File: config.mk
export PLATFORM = sky130hd
export DESIGN_NAME = tbr_rank_unit
export DESIGN_NICKNAME = d
export VERILOG_FILES = /design/src/rtl/tbr_pkg.sv /design/src/rtl/tbr_refill.sv /design/src/rtl/tbr_wait_calc.sv /design/src/rtl/tbr_state_regs.sv /design/src/rtl/tbr_rank_unit.sv
export SDC_FILE = /design/constraint.sdc
export NUM_CORES = 1
export LEC_CHECK = 0
export ABC_AREA = 1
export BUFFER_PORTS_ARGS = -buffer_cell sky130_fd_sc_hd__buf_2
export CAP_MARGIN = 10
export CORE_UTILIZATION = 55
export DETAILED_ROUTE_END_ITERATION = 10
export GPL_ROUTABILITY_DRIVEN = 0
export GPL_TIMING_DRIVEN = 1
export PLACE_DENSITY = 0.73
export SETUP_SLACK_MARGIN = 0.2
export SLEW_MARGIN = 10
export SYNTH_ARGS = -nofsm -noshare
export SYNTH_HDL_FRONTEND = slang
export SYNTH_HIERARCHICAL = 1
export SYNTH_SLANG_ARGS = --single-unit
export TNS_END_PERCENT = 100
File: constraint.sdc
create_clock -name clk -period 3.8 [get_ports clk]
set_input_delay 0.19 -clock clk [delete_from_list [all_inputs] [get_ports clk]]
set_output_delay 0.19 -clock clk [all_outputs]
set_load 0.01 [all_outputs]
File: src/rtl/tbr_pkg.sv
package tbr_pkg;
  // default geometry of the stamper
  localparam int unsigned DEF_TIME_W  = 32;
  localparam int unsigned DEF_TOK_W   = 32;
  localparam int unsigned DEF_LEN_W   = 16;
  localparam int unsigned DEF_SHIFT_W = 5;
  localparam int unsigned DEF_SYNC_N  = 2;

  // state of the reset release pipeline
  typedef enum logic [0:0] {
    CORE_HELD = 1'b0,
    CORE_RUN  = 1'b1
  } core_state_e;
endpackage

File: src/rtl/tbr_refill.sv
module tbr_refill
  import tbr_pkg::*;
#(
  parameter int unsigned TIME_W  = DEF_TIME_W,
  parameter int unsigned TOK_W   = DEF_TOK_W,
  parameter int unsigned SHIFT_W = DEF_SHIFT_W
) (
  input  logic [TIME_W-1:0]       now_time,
  input  logic [TIME_W-1:0]       last_time,
  input  logic [SHIFT_W-1:0]      rate_shift,
  input  logic signed [TOK_W-1:0] tok_cur,
  input  logic [TOK_W-2:0]        burst_cap,
  output logic signed [TOK_W-1:0] tok_ref
);
  // largest refill is elapsed shifted by the biggest shift amount
  localparam int unsigned EXT_W = TIME_W + (1 << SHIFT_W);
  localparam int unsigned SUM_W = ((EXT_W > TOK_W) ? EXT_W : TOK_W) + 2;

  logic [TIME_W-1:0]       elapsed;
  logic [EXT_W-1:0]        gain;
  logic signed [SUM_W-1:0] sum;
  logic signed [SUM_W-1:0] cap;

  always_comb begin
    // modular difference handles time stamp wrap
    elapsed = now_time - last_time;
    gain    = {{(EXT_W-TIME_W){1'b0}}, elapsed} << rate_shift;
    sum     = {{(SUM_W-TOK_W){tok_cur[TOK_W-1]}}, tok_cur}
            + {{(SUM_W-EXT_W){1'b0}}, gain};
    cap     = {{(SUM_W-TOK_W+1){1'b0}}, burst_cap};
    // ceiling only from above: a debt is refilled but never lifted past cap
    tok_ref = (sum > cap) ? TOK_W'(cap) : TOK_W'(sum);
  end
endmodule

File: src/rtl/tbr_wait_calc.sv
module tbr_wait_calc
  import tbr_pkg::*;
#(
  parameter int unsigned TIME_W  = DEF_TIME_W,
  parameter int unsigned TOK_W   = DEF_TOK_W,
  parameter int unsigned LEN_W   = DEF_LEN_W,
  parameter int unsigned SHIFT_W = DEF_SHIFT_W
) (
  input  logic [TIME_W-1:0]       now_time,
  input  logic signed [TOK_W-1:0] tok_ref,
  input  logic [LEN_W-1:0]        pkt_len,
  input  logic [SHIFT_W-1:0]      rate_shift,
  output logic                    late,
  output logic [TIME_W-1:0]       send_time
);
  // room for deficit plus rounding bias at the largest shift
  localparam int unsigned W = TOK_W + (1 << SHIFT_W) + 2;

  logic signed [W-1:0] deficit;
  logic [W-1:0]        bias;

  always_comb begin
    deficit = {{(W-LEN_W){1'b0}}, pkt_len}
            - {{(W-TOK_W){tok_ref[TOK_W-1]}}, tok_ref};
    late    = (deficit > 0);
    // adding 2^s - 1 before the shift rounds the quotient up
    bias    = (W'(1) << rate_shift) - W'(1);
    if (late) begin
      send_time = now_time + TIME_W'((W'(deficit) + bias) >> rate_shift);
    end else begin
      send_time = now_time;
    end
  end
endmodule

File: src/rtl/tbr_state_regs.sv
module tbr_state_regs
  import tbr_pkg::*;
#(
  parameter int unsigned TIME_W = DEF_TIME_W,
  parameter int unsigned TOK_W  = DEF_TOK_W,
  parameter int unsigned LEN_W  = DEF_LEN_W
) (
  input  logic                    clk,
  input  logic                    rst_n,
  input  logic                    pkt_valid,
  input  logic [LEN_W-1:0]        pkt_len,
  input  logic [TIME_W-1:0]       now_time,
  input  logic [TOK_W-2:0]        burst_cap,
  input  logic signed [TOK_W-1:0] tok_ref,
  input  logic [TIME_W-1:0]       send_time,
  output logic signed [TOK_W-1:0] tok_cur,
  output logic [TIME_W-1:0]       last_time,
  output logic                    rank_valid,
  output logic [TIME_W-1:0]       rank_time
);
  localparam int unsigned AW = TOK_W + 1;
  localparam logic signed [AW-1:0] FLOOR = {2'b11, {(TOK_W-1){1'b0}}};

  logic signed [TOK_W-1:0] tok_q, tok_d;
  logic [TIME_W-1:0]       last_q, last_d;
  logic [TIME_W-1:0]       rank_q, rank_d;
  logic                    rv_q, rv_d;
  logic                    fresh_q, fresh_d;
  logic signed [AW-1:0]    after;

  // a fresh bucket reads as full so the reset value needs no input
  assign tok_cur    = fresh_q ? {1'b0, burst_cap} : tok_q;
  assign last_time  = last_q;
  assign rank_valid = rv_q;
  assign rank_time  = rank_q;

  always_comb begin
    after   = {tok_ref[TOK_W-1], tok_ref} - {{(AW-LEN_W){1'b0}}, pkt_len};
    tok_d   = tok_q;
    last_d  = last_q;
    rank_d  = rank_q;
    fresh_d = fresh_q;
    rv_d    = pkt_valid;
    if (pkt_valid) begin
      tok_d   = (after < FLOOR) ? TOK_W'(FLOOR) : TOK_W'(after);
      last_d  = now_time;
      rank_d  = send_time;
      fresh_d = 1'b0;
    end
  end

  always_ff @(posedge clk or negedge rst_n) begin
    if (!rst_n) begin
      tok_q   <= '0;
      last_q  <= '0;
      rank_q  <= '0;
      rv_q    <= 1'b0;
      fresh_q <= 1'b1;
    end else begin
      rv_q <= rv_d;
      if (pkt_valid) begin
        tok_q   <= tok_d;
        last_q  <= last_d;
        rank_q  <= rank_d;
        fresh_q <= fresh_d;
      end
    end
  end


  last_chk: assert property (@(posedge clk) disable iff (!rst_n)
    pkt_valid |=> last_q == $past(now_time));


  latency_chk: assert property (@(posedge clk) disable iff (!rst_n)
    pkt_valid |=> rv_q && rank_q == $past(send_time));


  idle_chk: assert property (@(posedge clk) disable iff (!rst_n)
    !pkt_valid |=> !rv_q && $stable(tok_q) && $stable(last_q) && $stable(rank_q));


  tokens_drop_chk: assert property (@(posedge clk) disable iff (!rst_n)
    pkt_valid |=> tok_q <= $past(tok_ref));
endmodule

File: src/rtl/tbr_rank_unit.sv
module tbr_rank_unit
  import tbr_pkg::*;
#(
  parameter int unsigned TIME_W  = DEF_TIME_W,
  parameter int unsigned TOK_W   = DEF_TOK_W,
  parameter int unsigned LEN_W   = DEF_LEN_W,
  parameter int unsigned SHIFT_W = DEF_SHIFT_W,
  parameter int unsigned SYNC_N  = DEF_SYNC_N
) (
  input  logic               clk,
  input  logic               rst_n,
  input  logic               pkt_valid,
  input  logic [LEN_W-1:0]   pkt_len,
  input  logic [TIME_W-1:0]  now_time,
  input  logic [SHIFT_W-1:0] rate_shift,
  input  logic [TOK_W-2:0]   burst_cap,
  output logic               rank_valid,
  output logic [TIME_W-1:0]  rank_time
);
  logic [SYNC_N-1:0]       rst_pipe;
  logic                    core_rst_n;
  logic signed [TOK_W-1:0] tok_cur;
  logic signed [TOK_W-1:0] tok_ref;
  logic [TIME_W-1:0]       last_time;
  logic [TIME_W-1:0]       send_time;
  logic                    late;

  // reset asserts at once, releases after SYNC_N clock edges
  generate
    if (SYNC_N == 1) begin : g_sync1
      always_ff @(posedge clk or negedge rst_n) begin
        if (!rst_n) rst_pipe <= '0;
        else        rst_pipe <= 1'b1;
      end
    end else begin : g_syncn
      always_ff @(posedge clk or negedge rst_n) begin
        if (!rst_n) rst_pipe <= '0;
        else        rst_pipe <= {rst_pipe[SYNC_N-2:0], 1'b1};
      end
    end
  endgenerate

  assign core_rst_n = (rst_pipe[SYNC_N-1] == CORE_RUN);

  tbr_refill #(
    .TIME_W(TIME_W), .TOK_W(TOK_W), .SHIFT_W(SHIFT_W)
  ) u_refill (
    .now_time  (now_time),
    .last_time (last_time),
    .rate_shift(rate_shift),
    .tok_cur   (tok_cur),
    .burst_cap (burst_cap),
    .tok_ref   (tok_ref)
  );

  tbr_wait_calc #(
    .TIME_W(TIME_W), .TOK_W(TOK_W), .LEN_W(LEN_W), .SHIFT_W(SHIFT_W)
  ) u_wait (
    .now_time  (now_time),
    .tok_ref   (tok_ref),
    .pkt_len   (pkt_len),
    .rate_shift(rate_shift),
    .late      (late),
    .send_time (send_time)
  );

  tbr_state_regs #(
    .TIME_W(TIME_W), .TOK_W(TOK_W), .LEN_W(LEN_W)
  ) u_state (
    .clk       (clk),
    .rst_n     (core_rst_n),
    .pkt_valid (pkt_valid),
    .pkt_len   (pkt_len),
    .now_time  (now_time),
    .burst_cap (burst_cap),
    .tok_ref   (tok_ref),
    .send_time (send_time),
    .tok_cur   (tok_cur),
    .last_time (last_time),
    .rank_valid(rank_valid),
    .rank_time (rank_time)
  );


  cap_chk: assert property (@(posedge clk) disable iff (!core_rst_n)
    pkt_valid |-> tok_ref <= $signed({1'b0, burst_cap}));


  on_time_chk: assert property (@(posedge clk) disable iff (!core_rst_n)
    pkt_valid && !late |=> rank_time == $past(now_time));


  delayed_chk: assert property (@(posedge clk) disable iff (!core_rst_n)
    pkt_valid && late |=> rank_time != $past(now_time) || $past(rate_shift) != 0
                          || $past(pkt_len) == 0);
endmodule

==> summary.md, run 1 <==
| Metric | Value |
|---|---|
| Starting Density | `55.73%` |
| Synth top area share | `27.04%` |
| GRT overflow | `296` |
| Worst endpoint after global-route timing repair | `u_state/rank_time[20]$_DFFE_PN0P_/D` |
| Most common cell in the netlist | `nand2_1` |
| # H-tree levels | `3` |
| Clock Sinks | `100` |
| All-Layer GR Usage | `75.52%` |
| Synthesized cell area | `25940 sq um` |
| Synth area leaders | `nand2_1 27%, ha_1 12%, inv_1 11%` |
| Leading area contributor after synthesis | `nand2_1` |
| Post-synth EDFFs | `0` |
| Synth cell types | `61` |
| Die height | `219.2 microns` |
| Top Ports | `120` |
| Syn avg cell area | `5.346 sq um` |
| CTS max path bufs | `2` |
| Largest net degree at the start of global routing | `70` |
| Outcome | `did not finish` |
| Async S/R FF share, synth | `100.0%` |
| Ys Warns | `6` |
| Cell Area, Placed | `34440 sq um` |
| Die W | `219.2 microns` |
| Gate count of the mapped netlist | `4853` |
| CTS buffer count | `9` |
| Post-synthesis sequential area ratio | `9.650%` |
| Most used DFF post-synth | `dfrtp_1` |
| CTS root buffer | `clkbuf_16` |
| Placed cell count | `6376` |
| Type of pin the worst path ends at | `sequential cell input` |
| Yosys reg bits | `100` |
| Post-Syn Nets | `5199` |
| Stop err | `[ERROR GRT-0232] Routing congestion too high. Check the congestion heatmap in the GUI.` |
| Last stage | `global routing` |
| Rows | `79` |
| Post-synth top cells | `1869 x nand2_1, 752 x inv_1, 451 x nand3_1` |
| DP HPWL | `81000 microns` |
| PortBufs | `119` |
[layer usage]
metal	overflow	GRT usage (%)
met1	3	73.92
met2	184	93.30
met3	8	60.55
met4	101	76.18
met5	0	28.96
[kinds of logic after synthesis]
logic type      count (synthesis)  synth area share (%)
flops                         100                 9.650
simple gates                 2980                 49.13
compound gates                458                 10.01
buf+inv                       912                 13.67
fa+ha+maj                     259                 12.66
xor+xnor                      136                 4.591
mux                             7                0.2701
other cells                     1               0.01445
[per-stage QoR]
| step | worst slack, ns | hold WS (ns) |
|---|---|---|
| floorplan | -6.110 | -0.1056 |
| global placement | -7.713 | -0.02354 |
| detailed placement | -8.015 | -0.02251 |
| CTS | -7.203 | 0.08979 |
[repair_timing]
action,CTS
hold endpoints to repair,2
cloned,10
pin swaps,169
setup buffers,83
endpoints found under the setup margin,64
hold buffers,1
gates resized for setup,484
==> inputs of run 2 (changes only) <==
Settings changed: CORE_UTILIZATION 55 to 40, PLACE_DENSITY 0.73 to not set, PLACE_DENSITY_LB_ADDON set to 0.15, SETUP_SLACK_MARGIN 0.2 to not set.
==> run 2 against run 1 <==
Area after synthesis unchanged. Synthesized cell count did not move. The flow now finishes, with violations (negative setup slack).
==> summary.md, run 2 <==
| Metric | Value |
|---|---|
| Multi-input logic area | `24130 sq um` |
| Most used DFF post-synth | `dfrtp_1` |
| TritonRoute pass-1 iters | `7` |
| Clock Sinks | `100` |
| Maximum clock rate | `87.45 MHz` |
| Worst path arrival time | `11.72 ns` |
| Most frequent cells in the layout | `1684 x nand2_1, 1097 x buf_4, 718 x inv_1` |
| GRT overflow | `0` |
| CTS tree | `built` |
| Final worst-path cycle share | `300.9%` |
| Diodes inserted | `0` |
| Reg2reg path depth | `81` |
| Vias in the first global route | `32500` |
| RSZ-0062 raised after global routing | `yes` |
| Setup crit end kind | `register` |
| Reg-to-reg endpoint | `u_state/rank_time[28]` |
| Largest net degree at the start of global routing | `51` |
| Worst path required time | `4.09 ns` |
| WL final | `107800 microns` |
| Post-DRT Antenna Nets | `0` |
| Gate count of the mapped netlist | `4853` |
| Worst-path maximum fanout | `8` |
| Period minus WS final | `11.44 ns` |
| TNS Setup | `-353.66 ns` |
| Critical path's slowest cell | `dfrtp_1` |
| Synth area leaders | `nand2_1 27%, ha_1 12%, inv_1 11%` |
| CTS root buffer | `clkbuf_16` |
| Fin nets | `6337` |
| Initial antenna violation count | `2` |
| Via count | `34860` |
| Hold Fails Final Rpt | `0` |
| Share of layout cells above drive strength 1 | `36.51%` |
| Die height | `256.7 microns` |
| DR WL/cell | `15.74 microns` |
| Outcome | `finished, violations left` |
| PortBufs | `119` |
| Violated checks | `negative setup slack` |
| Starting Density | `40.39%` |
| MaxCap Viol Count | `0` |
| # H-tree levels | `3` |
| Placed cell count | `6723` |
| Die W | `256.7 microns` |
| Power Density | `320.2 nW/um^2` |
| Bufs and invs on worst path | `14` |
| Vias/cell | `5.088` |
| Post-synth EDFFs | `0` |
| Async S/R FF share, synth | `100.0%` |
| Rows | `93` |
| Syn avg cell area | `5.346 sq um` |
| Lkg Pwr | `22.28 nW` |
| RR Startpoint | `u_state/last_time[0]` |
| Tightest Pin Transition | `0.7983 ns` |
| Post-Syn Nets | `5199` |
| Worst Hold Class | `in2async` |
| Slew Limit Fails | `0` |
| Fin util | `62.94%` |
| CTS buffer count | `9` |
| Core area | `64230 sq um` |
| Yosys reg bits | `100` |
| Number of DRC markers in iteration 0 | `2772` |
| Clk slew on worst S/H paths | `0.09 ns` |
| Layout area overhead | `55.81%` |
| Clk_lat worst skew | `0.39 ns` |
| All-Layer GR Usage | `30.86%` |
| Synth cell types | `61` |
| CP delay by family, top | `simple AND/OR/NAND/NOR gates` |
| Ys Warns | `6` |
| Maximum VDD drop | `0.0002450 V` |
| Fillers | `6166` |
| DP HPWL | `86480 microns` |
| Storage cell area | `2507 sq um` |
| # DRC | `0` |
| Total die area | `65880 sq um` |
| Synthesized cell area | `25940 sq um` |
| Rel. slew slack | `46.10%` |
| Synth top area share | `27.04%` |
| Max stage delay on crit path | `0.37 ns` |
| Worst setup margin | `-7.635 ns` |
| Most common cell in the netlist | `nand2_1` |
| Post-synthesis sequential area ratio | `9.650%` |
| First-pass GRT wire length | `164900 microns` |
| Layout Skew | `0.01784 ns` |
| CTS max path bufs | `2` |
| Post-synth top cells | `1869 x nand2_1, 752 x inv_1, 451 x nand3_1` |
| Final Non-Filler Cells | `6851` |
| Hold_ws | `0.1218 ns` |
| Crit path top cell by count | `nand2_1` |
| Setup-failing EPs final | `64` |
| Leading area contributor after synthesis | `nand2_1` |
| CP Class | `reg2reg` |
| Top Ports | `120` |
| CP startpoint kind | `register` |
| R2R Setup Slk | `-7.64 ns` |
| Most common cell after layout, fill and taps aside | `nand2_1` |
## run 2: how the worst max path moves through the flow
stage	endpoint	cells past startpoint	slack, ns	start
after global placement	u_state/rank_time[28]	84	-8.14	now_time[0]
after CTS	u_state/rank_time[20]	78	-7.25	u_state/last_time[0]
after detailed placement	u_state/rank_time[20]	82	-8.15	now_time[0]
after global routing	u_state/rank_time[28]	89	-8.24	u_state/last_time[0]
final	u_state/rank_time[28]	81	-7.64	u_state/last_time[0]
after floorplan	u_state/rank_time[24]	82	-6.11	u_state/last_time[0]
## run 2: logic make-up (layout without fill, tap and decap cells)
family | Yosys count | in the layout | synth area share [%]
muxes | 7 | 7 | 0.2701
xor gates and xnor gates | 136 | 136 | 4.591
adders and majority gates | 259 | 259 | 12.66
buffers and inverters | 912 | 2054 | 13.67
and+or+nand+nor | 2980 | 2981 | 49.13
other | 1 | 1 | 0.01445
DFF | 100 | 100 | 9.650
AOI/OAI and AO/OA | 458 | 458 | 10.01
## run 2: per-stage QoR
step                cell area [sq um]  power, W  setup WS [ns]
finish                          40430   0.01294         -7.635
global placement                35470  0.009768         -8.141
CTS                             38160   0.01186         -7.246
global route                    40430   0.01389         -8.244
detailed placement              35470  0.009803         -8.146
floorplan                       26610  0.006000         -6.110
## run 2: worst register-to-register path: cells and delay by family, from the launching register on
family	cells	cell delay, ns
buf+inv	14	1.47
xor+xnor	5	0.94
simple gates	40	4.27
flops	1	0.37
compound gates	14	2.13
fa+ha+maj	8	2.11
## run 2: power by group
group          total (W)  leakage (nW)  switching [W]  internal, W
Clock            0.00102         0.153       0.000537     0.000478
Sequential       0.00125          1.21      0.0000730      0.00118
Combinational     0.0107          20.9        0.00573      0.00495
Total             0.0129          22.3        0.00634      0.00660
## run 2: area by class of cell
class / count / area share (%)
Clock inverter: 7 / 0.2198
Tap cell: 855 / 2.646
Sequential cell: 100 / 6.203
Timing Repair Buffer: 1253 / 23.37
Inverter: 785 / 7.308
Multi-Input combinational cell: 3842 / 59.70
Clock buffer: 9 / 0.5571
## run 2: repair_timing
action | 4_1_cts | 5_1_grt
hold buffers | 1 | 0
hold endpoints to repair | 2 | 0
pin swaps | 181 | 223
gates resized for setup | 423 | 406
gates cloned | 4 | 4
endpoints found under the setup margin | 64 | 64
buffers inserted | 72 | 43
## run 2: layer usage
metal | up-vias | wire [microns] | GRT usage (%)
met5 | - | 26 | 0
met4 | 4 | 5431 | 13.28
met3 | 309 | 5590 | 2.610
met1 | 15820 | 47350 | 40.08
met2 | 1131 | 49410 | 52.03
li1 | 17590 | - | -
Note: power is estimated with default switching activity, not from simulation.
